--- src/rtl/cpuRstPkg.sv ---
package cpuRstPkg;
  localparam int CTRL_BIT  = 0;
  localparam int FLUSH_BIT = 4;
  localparam int DONE_BIT  = 12;
  localparam int WE_OFS    = 16;

  typedef enum logic [2:0] {
    ST_IDLE,
    ST_STOP_PRE,
    ST_STOP_ON,
    ST_HELD,
    ST_STOP_OFF,
    ST_STOP_POST
  } seqState_t;

  typedef struct packed {
    logic ctrlWe;
    logic ctrlVal;
  } wrReq_t;

  typedef struct packed {
    logic ctrlSet;
    logic ctrlClr;
    logic timerLoad;
    logic setDone;
  } seqStrobe_t;
endpackage

--- src/rtl/rstRegPath.sv ---
module rstRegPath
  import cpuRstPkg::*;
#(
  parameter int NUM_CORES   = 2,
  parameter int TICK_CYCLES = 25,
  parameter int ADDR_W      = 1,
  parameter int CNT_W       = 9
) (
  input  logic                               clk,
  input  logic                               rstN,
  input  logic [ADDR_W-1:0]                  busAddr,
  input  logic                               busWr,
  input  logic [31:0]                        busWdata,
  input  logic [3:0]                         stopTicks,
  input  logic [NUM_CORES-1:0]               flushDone,
  input  seqStrobe_t [NUM_CORES-1:0]         strb,
  output wrReq_t [NUM_CORES-1:0]             wrReq,
  output logic [NUM_CORES-1:0]               timerZero,
  output logic [NUM_CORES-1:0]               flushReq,
  output logic [31:0]                        busRdata
);
  logic [NUM_CORES-1:0][31:0] words;
  logic [CNT_W-1:0]           loadVal;
  logic                       unusedWdata;

  assign loadVal = CNT_W'(stopTicks) * CNT_W'(TICK_CYCLES);
  assign unusedWdata = ^{busWdata[31:29], busWdata[27:21], busWdata[19:17],
                         busWdata[15:13], busWdata[11:5], busWdata[3:1]};

  for (genvar g = 0; g < NUM_CORES; g++) begin : gCore
    logic             wrHit, flushSet, doneClr;
    logic             ctrlQ, doneQ, flushQ;
    logic [CNT_W-1:0] cntQ;

    assign wrHit    = busWr && (busAddr == ADDR_W'(g));
    assign flushSet = wrHit && busWdata[WE_OFS + FLUSH_BIT] && busWdata[FLUSH_BIT];
    assign doneClr  = wrHit && busWdata[WE_OFS + DONE_BIT] && busWdata[DONE_BIT];
    assign wrReq[g].ctrlWe  = wrHit && busWdata[WE_OFS + CTRL_BIT];
    assign wrReq[g].ctrlVal = busWdata[CTRL_BIT];

    always_ff @(posedge clk or negedge rstN) begin
      if (!rstN) begin
        ctrlQ  <= 1'b0;
        doneQ  <= 1'b0;
        flushQ <= 1'b0;
        cntQ   <= '0;
      end else begin
        if (strb[g].ctrlSet)      ctrlQ <= 1'b1;
        else if (strb[g].ctrlClr) ctrlQ <= 1'b0;

        if (strb[g].setDone) doneQ <= 1'b1;
        else if (doneClr)    doneQ <= 1'b0;

        if (!flushQ)           flushQ <= flushSet;
        else if (flushDone[g]) flushQ <= 1'b0;

        if (strb[g].timerLoad) cntQ <= loadVal;
        else if (cntQ != '0)   cntQ <= cntQ - 1'b1;
      end
    end

    assign timerZero[g] = (cntQ == '0);
    assign flushReq[g]  = flushQ;
    assign words[g]     = {19'd0, doneQ, 7'd0, flushQ, 3'd0, ctrlQ};
  end

  always_comb begin
    busRdata = '0;
    for (int i = 0; i < NUM_CORES; i++) begin
      if (busAddr == ADDR_W'(i)) busRdata = words[i];
    end
  end
endmodule

--- src/rtl/rstSeqCtrl.sv ---
module rstSeqCtrl
  import cpuRstPkg::*;
#(
  parameter int                   NUM_CORES = 2,
  parameter logic [NUM_CORES-1:0] AUTO_MASK = 2'b01
) (
  input  logic                        clk,
  input  logic                        rstN,
  input  wrReq_t [NUM_CORES-1:0]      wrReq,
  input  logic [NUM_CORES-1:0]        timerZero,
  output seqStrobe_t [NUM_CORES-1:0]  strb,
  output logic [NUM_CORES-1:0]        coreRst,
  output logic [NUM_CORES-1:0]        coreClkEn
);
  for (genvar g = 0; g < NUM_CORES; g++) begin : gSeq
    seqState_t  stQ, stNxt;
    seqStrobe_t s;
    logic       isAuto;

    assign isAuto = AUTO_MASK[g];

    always_comb begin
      stNxt = stQ;
      s     = '0;
      unique case (stQ)
        ST_IDLE: if (wrReq[g].ctrlWe && wrReq[g].ctrlVal) begin
          s.ctrlSet   = 1'b1;
          s.timerLoad = 1'b1;
          stNxt       = ST_STOP_PRE;
        end
        ST_STOP_PRE: if (timerZero[g]) begin
          s.timerLoad = 1'b1;
          stNxt       = ST_STOP_ON;
        end
        ST_STOP_ON: if (timerZero[g]) begin
          s.timerLoad = 1'b1;
          stNxt       = isAuto ? ST_STOP_POST : ST_HELD;
        end
        ST_HELD: if (wrReq[g].ctrlWe && !wrReq[g].ctrlVal) begin
          s.ctrlClr   = 1'b1;
          s.timerLoad = 1'b1;
          stNxt       = ST_STOP_OFF;
        end
        ST_STOP_OFF: if (timerZero[g]) begin
          s.timerLoad = 1'b1;
          stNxt       = ST_STOP_POST;
        end
        ST_STOP_POST: if (timerZero[g]) begin
          s.setDone = 1'b1;
          s.ctrlClr = isAuto;
          stNxt     = ST_IDLE;
        end
        default: stNxt = ST_IDLE;
      endcase
    end

    always_ff @(posedge clk or negedge rstN) begin
      if (!rstN) stQ <= ST_IDLE;
      else       stQ <= stNxt;
    end

    assign strb[g]      = s;
    assign coreRst[g]   = (stQ == ST_STOP_ON) || (stQ == ST_HELD) || (stQ == ST_STOP_OFF);
    assign coreClkEn[g] = (stQ == ST_IDLE) || (stQ == ST_HELD);
  end
endmodule

--- src/rtl/cpuRstSlice.sv ---
module cpuRstSlice
  import cpuRstPkg::*;
#(
  parameter int                   NUM_CORES   = 2,
  parameter int                   TICK_CYCLES = 25,
  parameter logic [NUM_CORES-1:0] AUTO_MASK   = 2'b01,
  localparam int                  ADDR_W      = (NUM_CORES > 1) ? $clog2(NUM_CORES) : 1
) (
  input  logic                 clk,
  input  logic                 rstN,
  input  logic [ADDR_W-1:0]    busAddr,
  input  logic                 busWr,
  input  logic [31:0]          busWdata,
  output logic [31:0]          busRdata,
  input  logic [3:0]           stopTicks,
  input  logic [NUM_CORES-1:0] flushDone,
  output logic [NUM_CORES-1:0] coreRst,
  output logic [NUM_CORES-1:0] coreClkEn,
  output logic [NUM_CORES-1:0] flushReq
);
  localparam int CNT_W = $clog2(15 * TICK_CYCLES + 1) + 1;

  wrReq_t     [NUM_CORES-1:0] wrReq;
  seqStrobe_t [NUM_CORES-1:0] strb;
  logic       [NUM_CORES-1:0] timerZero;

  rstRegPath #(
    .NUM_CORES(NUM_CORES), .TICK_CYCLES(TICK_CYCLES),
    .ADDR_W(ADDR_W), .CNT_W(CNT_W)
  ) uPath (
    .clk(clk), .rstN(rstN), .busAddr(busAddr), .busWr(busWr),
    .busWdata(busWdata), .stopTicks(stopTicks), .flushDone(flushDone),
    .strb(strb), .wrReq(wrReq), .timerZero(timerZero),
    .flushReq(flushReq), .busRdata(busRdata)
  );

  rstSeqCtrl #(
    .NUM_CORES(NUM_CORES), .AUTO_MASK(AUTO_MASK)
  ) uCtrl (
    .clk(clk), .rstN(rstN), .wrReq(wrReq), .timerZero(timerZero),
    .strb(strb), .coreRst(coreRst), .coreClkEn(coreClkEn)
  );
endmodule

--- config.mk ---
export PLATFORM = sky130hd
export DESIGN_NAME = cpuRstSlice
export DESIGN_NICKNAME = d
export VERILOG_FILES = /design/src/rtl/cpuRstPkg.sv /design/src/rtl/rstRegPath.sv /design/src/rtl/rstSeqCtrl.sv /design/src/rtl/cpuRstSlice.sv
export SDC_FILE = /design/constraint.sdc
export NUM_CORES = 1
export LEC_CHECK = 0
export ABC_AREA = 1
export BUFFER_PORTS_ARGS = -buffer_cell sky130_fd_sc_hd__buf_2
export CAP_MARGIN = 40
export CORE_AREA = 2 2 68 86
export DETAILED_ROUTE_END_ITERATION = 8
export DIE_AREA = 0 0 70 88
export PLACE_DENSITY = 0.76
export SLEW_MARGIN = 20
export SYNTH_ARGS = -nofsm -noshare
export SYNTH_HDL_FRONTEND = slang
export SYNTH_HIERARCHICAL = 1
export SYNTH_SLANG_ARGS = --single-unit
--- constraint.sdc ---
create_clock -name clk -period 3.9 [get_ports clk]
set_clock_uncertainty 0.2 [all_clocks]
set_input_delay 0.39 -clock clk [delete_from_list [all_inputs] [get_ports clk]]
set_output_delay 0.39 -clock clk [all_outputs]
set_load 0.03 [all_outputs]
# [Word-level counts from Yosys, hierarchy flattened]
# Cells that the tools add are included.
[word_totals] regBits=32 in_bits=42 out_inout_bits=38 elab_cells=119
[op_classes] n_addsub=2 mul=1 n_eq_ne=21 n_mux=44 n_bitwise=1 n_reduce_logical=40
[op_table] cell="two-way mux 10 bit" n=4
[op_table] cell="two-way mux 3 bit" n=11
[op_table] cell="two-way mux 1 bit" n=21
[op_table] cell="zero test 10 bit" n=2
[op_table] cell="nonzero test 10 bit" n=2
[op_table] cell="subtractor 10 x 1 -> 10 bit (second input constant)" n=2
[op_table] cell="one-hot mux 3 bit (6 select lines)" n=1
[op_table] cell="logical AND 1 bit" n=16
[op_table] cell="one-hot mux 3 bit (5 select lines)" n=1
[op_table] cell="two-way mux 13 bit" n=1
[op_table] cell="== test 3 x 2 -> 1 bit (second input constant)" n=4
[op_table] cell="== test 3 bit (second input constant)" n=4
[op_table] cell="!= test 2 bit (second input constant)" n=6
[op_table] cell="nonzero test 2 bit" n=6
[op_table] cell="!= test 2 x 1 -> 1 bit (second input constant)" n=5
[op_table] cell="multiplier 4 x 5 -> 9 bit (second input constant)" n=1
[op_table] cell="== test 3 x 1 -> 1 bit (second input constant)" n=2
[op_table] cell="zero test 3 bit" n=2
[op_table] cell="logical OR 1 bit" n=6
[op_table] cell="one-hot mux 1 bit (3 select lines)" n=2
[op_table] cell="AND reduction 6 bit" n=1
[op_table] cell="OR reduction 3 bit" n=2
[op_table] cell="AND reduction 5 bit" n=1
[op_table] cell="two-way mux 2 bit" n=2
[op_table] cell="4 further kinds" n=4

# [Longest topological paths before layout]
[logic_depth] word_depth=8 mapped_depth=13 ltp_nobuf=13

# [Modules after synthesis]
# The synthesis kept the hierarchy.
[modules_own_cells] module="rstRegPath" instances=1 cells_per_inst=279 area_each_um2=2039.5 seq_area_each_um2=650.6
[modules_own_cells] module="rstSeqCtrl" instances=1 cells_per_inst=91 area_each_um2=548.0 seq_area_each_um2=150.1

# [Least setup slack after synthesis]
# Ideal clock, no wire load.
[synth_path] kind="register -> register" start="register uPath.gCore[1].cntQ[0]" end="register uPath.gCore[1].cntQ[0]" setup_ns=0.122 arrival_ns=1.958 required_time_ns=3.578 slack_ns=1.620 path_stages_with_launch=14 path_buffers=0 period_less_slack_ns=2.280 path_cell_list="dfrtp_1 inv_1 ha_1 nand2_4 nor2_8 nand2_4 inv_1 inv_1 o21ai_0 clkinv_1 nand3_4 clkinv_2 nand2_1 o21ai_1"
[synth_lines] item="start, declared" line="rstRegPath.sv:33" text="logic [CNT_W-1:0] cntQ;"
[synth_lines] item="start signal, assigned" line="rstRegPath.sv:57" text="if (strb[g].timerLoad) cntQ <= loadVal;"
[synth_lines] item="start signal, assigned" line="rstRegPath.sv:58" text="else if (cntQ != '0) cntQ <= cntQ - 1'b1;"

==> results.json <==
{
  "status": "completed",
  "grt_max_degree": 33,
  "coreArea_mm2": 0.00533,
  "drtIter0Drc": 119,
  "r2r_end": "uPath/gCore[1].cntQ[1]",
  "area_delta_synth_final_pct": 6.14,
  "hold_viol": 0,
  "vdd_ir_drop_max_mv": 0.433,
  "timing.final.crit_share_pct": 69.2,
  "synth_top_area_share_pct": 30.9,
  "p_leak_uw": 0.00152,
  "min_period_ns": 2.70,
  "cts_sinks": 32,
  "r2r_cells": 14,
  "cts_tree": "yes",
  "place_hpwl_mm": 3.91,
  "postPlaceCellArea_mm2": 0.00263,
  "ios": 80,
  "routabilityCongestion": 0.905,
  "path_clk_slew_ns": 0.07,
  "synthArstFlopShare_pct": 100,
  "io_buffers": 24,
  "ctsLongestPathBuffers": 2,
  "dp_worst_setup_slack_ns": 1.19,
  "drcViolationCount": 0,
  "start_util_pct": 48.5,
  "setup_tns_ns": 0,
  "grt_pass1_wl_mm": 8.71,
  "insertedDiodeCount": 0,
  "die_h_um": 88,
  "n_fill_cell": 538,
  "vias": 2227,
  "ys_ff_latch": 32,
  "routedWlPerCell_um": 11.0,
  "grt_usage_pct": 17.4,
  "cts_made_buffers": 5,
  "max_freq_mhz": 370,
  "cts_root_buffer": "clkbuf_8",
  "chipWidth_um": 70,
  "drv_slew": 0,
  "antenna_found_initial": 0,
  "final_util_pct": 51.5,
  "synth_cell_types": 33,
  "worstSetupStartpointType": "register",
  "ys.flop_type": "dfrtp_1",
  "arrival_ns": 2.67,
  "dp.cells": 450,
  "wl_mm": 5.06,
  "max_cap_violations": 0,
  "syn_area_mm2": 0.00259,
  "layout.nets": 449,
  "viasPerCell": 4.84,
  "fin_ws_ns": 1.20,
  "syn_avg_cell_area_um2": 6.99,
  "seq_area_frac_synth_pct": 30.9,
  "synth_warnings": 6,
  "crit_fanout": 11,
  "synth_edf_count": 0,
  "design_area_mm2": 0.00275,
  "syn_inst": 370,
  "ant_nets": 0,
  "grt_pass1_vias": 2030,
  "r2r_start": "uPath/gCore[1].cntQ[0]",
  "end_kind": "register",
  "crit_start": "uPath/gCore[1].cntQ[0]",
  "die-area_mm2": 0.00616,
  "r2r_setup_slack_ns": 1.20,
  "worst-setup-path-type": "reg2reg",
  "power_density_mw_per_mm2": 676,
  "worstPathRequired_ns": 3.87,
  "post_cts_buffers": 0,
  "drive_above_1_share_pct": 13.9,
  "first_pass_iters": 4,
  "fin_cells": 460,
  "hold_class": "in2reg",
  "synth_top_area_cell": "dfrtp_1",
  "setup_viol": 0,
  "synth_area_leaders": "dfrtp_1 31%, nand2_1 13%, buf_4 9.9%, inv_1 6.5%, nand3_1 5.8%",
  "rows": 30,
  "rsz0062_at_grt": "false",
  "h-tree-depth": 2,
  "cp-endpoint": "uPath/gCore[1].cntQ[1]",
  "clk_latency_ns": 0.29,
  "grt_overflow": 0
}
area by class of cell:
type | count | area [um^2] | share of cell area (%)
Clock buffer | 8 | 90.1 | 3.28
Inverter | 53 | 200 | 7.29
Multi-Input combinational cell | 276 | 1420 | 51.6
Sequential cell | 32 | 801 | 29.2
Tap cell | 64 | 80.1 | 2.92
Timing Repair Buffer | 27 | 158 | 5.74
cells in the mapped netlist, types with 3 or more instances:
cell / n
dfrtp_1: 32
o21ai_1: 7
nand3b_1: 3
o22ai_1: 4
nand3_2: 3
nand4_1: 5
nor2_1: 39
nand2_4: 4
xor2_1: 4
a21oi_1: 8
ha_1: 11
o21ai_0: 17
inv_2: 5
nand2_1: 89
nand3_1: 30
nor3_1: 5
nand2_2: 5
buf_4: 34
o21bai_1: 3
inv_1: 45
registers in the layout, summed over array words and instances (netlist names):
| name | count |
|---|---|
| uPath/gCore.cntQ | 20 |
| uCtrl/gSeq.stQ | 6 |
| uPath/gCore.ctrlQ | 2 |
| uPath/gCore.doneQ | 2 |
| uPath/gCore.flushQ | 2 |
routing by layer:
layer  routed length (um)  GRT usage (%)  vias to the layer above
li1                     -              -                     1157
met2                 2640           32.1                       51
met3                  172           3.45                        6
met5                    0              0                        -
met4                   66           7.52                        0
met1                 2190           19.6                     1013
stage by stage:
step / hold WS [ns] / power, uW
2_1_floorplan: -0.106 / 1420
3_3_place_gp: 0.296 / 1550
3_5_place_dp: 0.306 / 1590
4_1_cts: 0.0758 / 1860
5_1_grt: 0.0801 / 2020
6_report: 0.0852 / 1860
worst min-delay path by stage:
stage                             from                     to  slack, ns  depth (start not counted)
after floorplan                   rstN   uCtrl/gSeq[0].stQ[0]      -0.11                          0
after global routing      flushDone[1]  uPath/gCore[1].flushQ       0.08                          2
after global placement            rstN   uCtrl/gSeq[1].stQ[2]       0.30                          1
after detailed placement          rstN   uCtrl/gSeq[1].stQ[2]       0.31                          1
after CTS                 flushDone[0]  uPath/gCore[0].flushQ       0.08                          2
final                     flushDone[0]  uPath/gCore[0].flushQ       0.09                          2
critical path, stage by stage (launching register included):
cell and delay (ns):
dfrtp_1 0.40, inv_1 0.11, ha_1 0.27, nand2_4 0.11
nor2_8 0.16, nand2_4 0.10, inv_1 0.07, inv_1 0.07
o21ai_0 0.18, buf_4 0.20, clkinv_1 0.30, nand3_4 0.20
clkinv_2 0.09, nand2_1 0.06, o21ai_1 0.06
logic make-up (layout without fill, tap and decap cells):
family	count (synthesis)	count (layout)	synth area share, %
compound gates	40	40	8.32
other cells	1	29	0.145
flops	32	32	30.9
buf+inv	90	88	18.3
fa+ha+maj	12	12	6.09
simple gates	189	189	34.1
xor+xnor	6	6	2.03
power by group:
group	switching, uW	internal, uW	leakage (uW)	total (uW)
clock	127	144	0.0000455	271
combinational	629	329	0.00108	958
sequential	148	480	0.000394	629
total	904	953	0.00152	1860
cells in the final DEF (no fill, tap or decap):
cell type and count:
o21bai_1 3, o21a_1 1, dfrtp_1 32, ha_1 11, clkbuf_1 2, conb_1 29, a21oi_1 8, fa_1 1
nand3_1 30, xnor2_1 2, nor2_1 39, or2_1 1, buf_2 24, nor3_1 5, xor2_1 4, inv_1 45
buf_12 1, nand4_1 5, clkinv_1 2, inv_2 5, nand3b_1 3, o22ai_1 4, nand3_2 3, nor2_2 2
buf_4 1, nor2_8 1, o21ai_0 17, clkinv_2 1, nand2_1 89, nor2_4 1, nand3_4 1, nand2_2 5
nand2_4 4, dlygate4sd3_1 1, clkbuf_8 6, o21ai_1 7
timing repair:
action,CTS,global route
hold buffers,1,0
resized for setup,0,0
endpoints found under the hold margin,25,0
No activity file was read; power rests on OpenSTA's default activity.
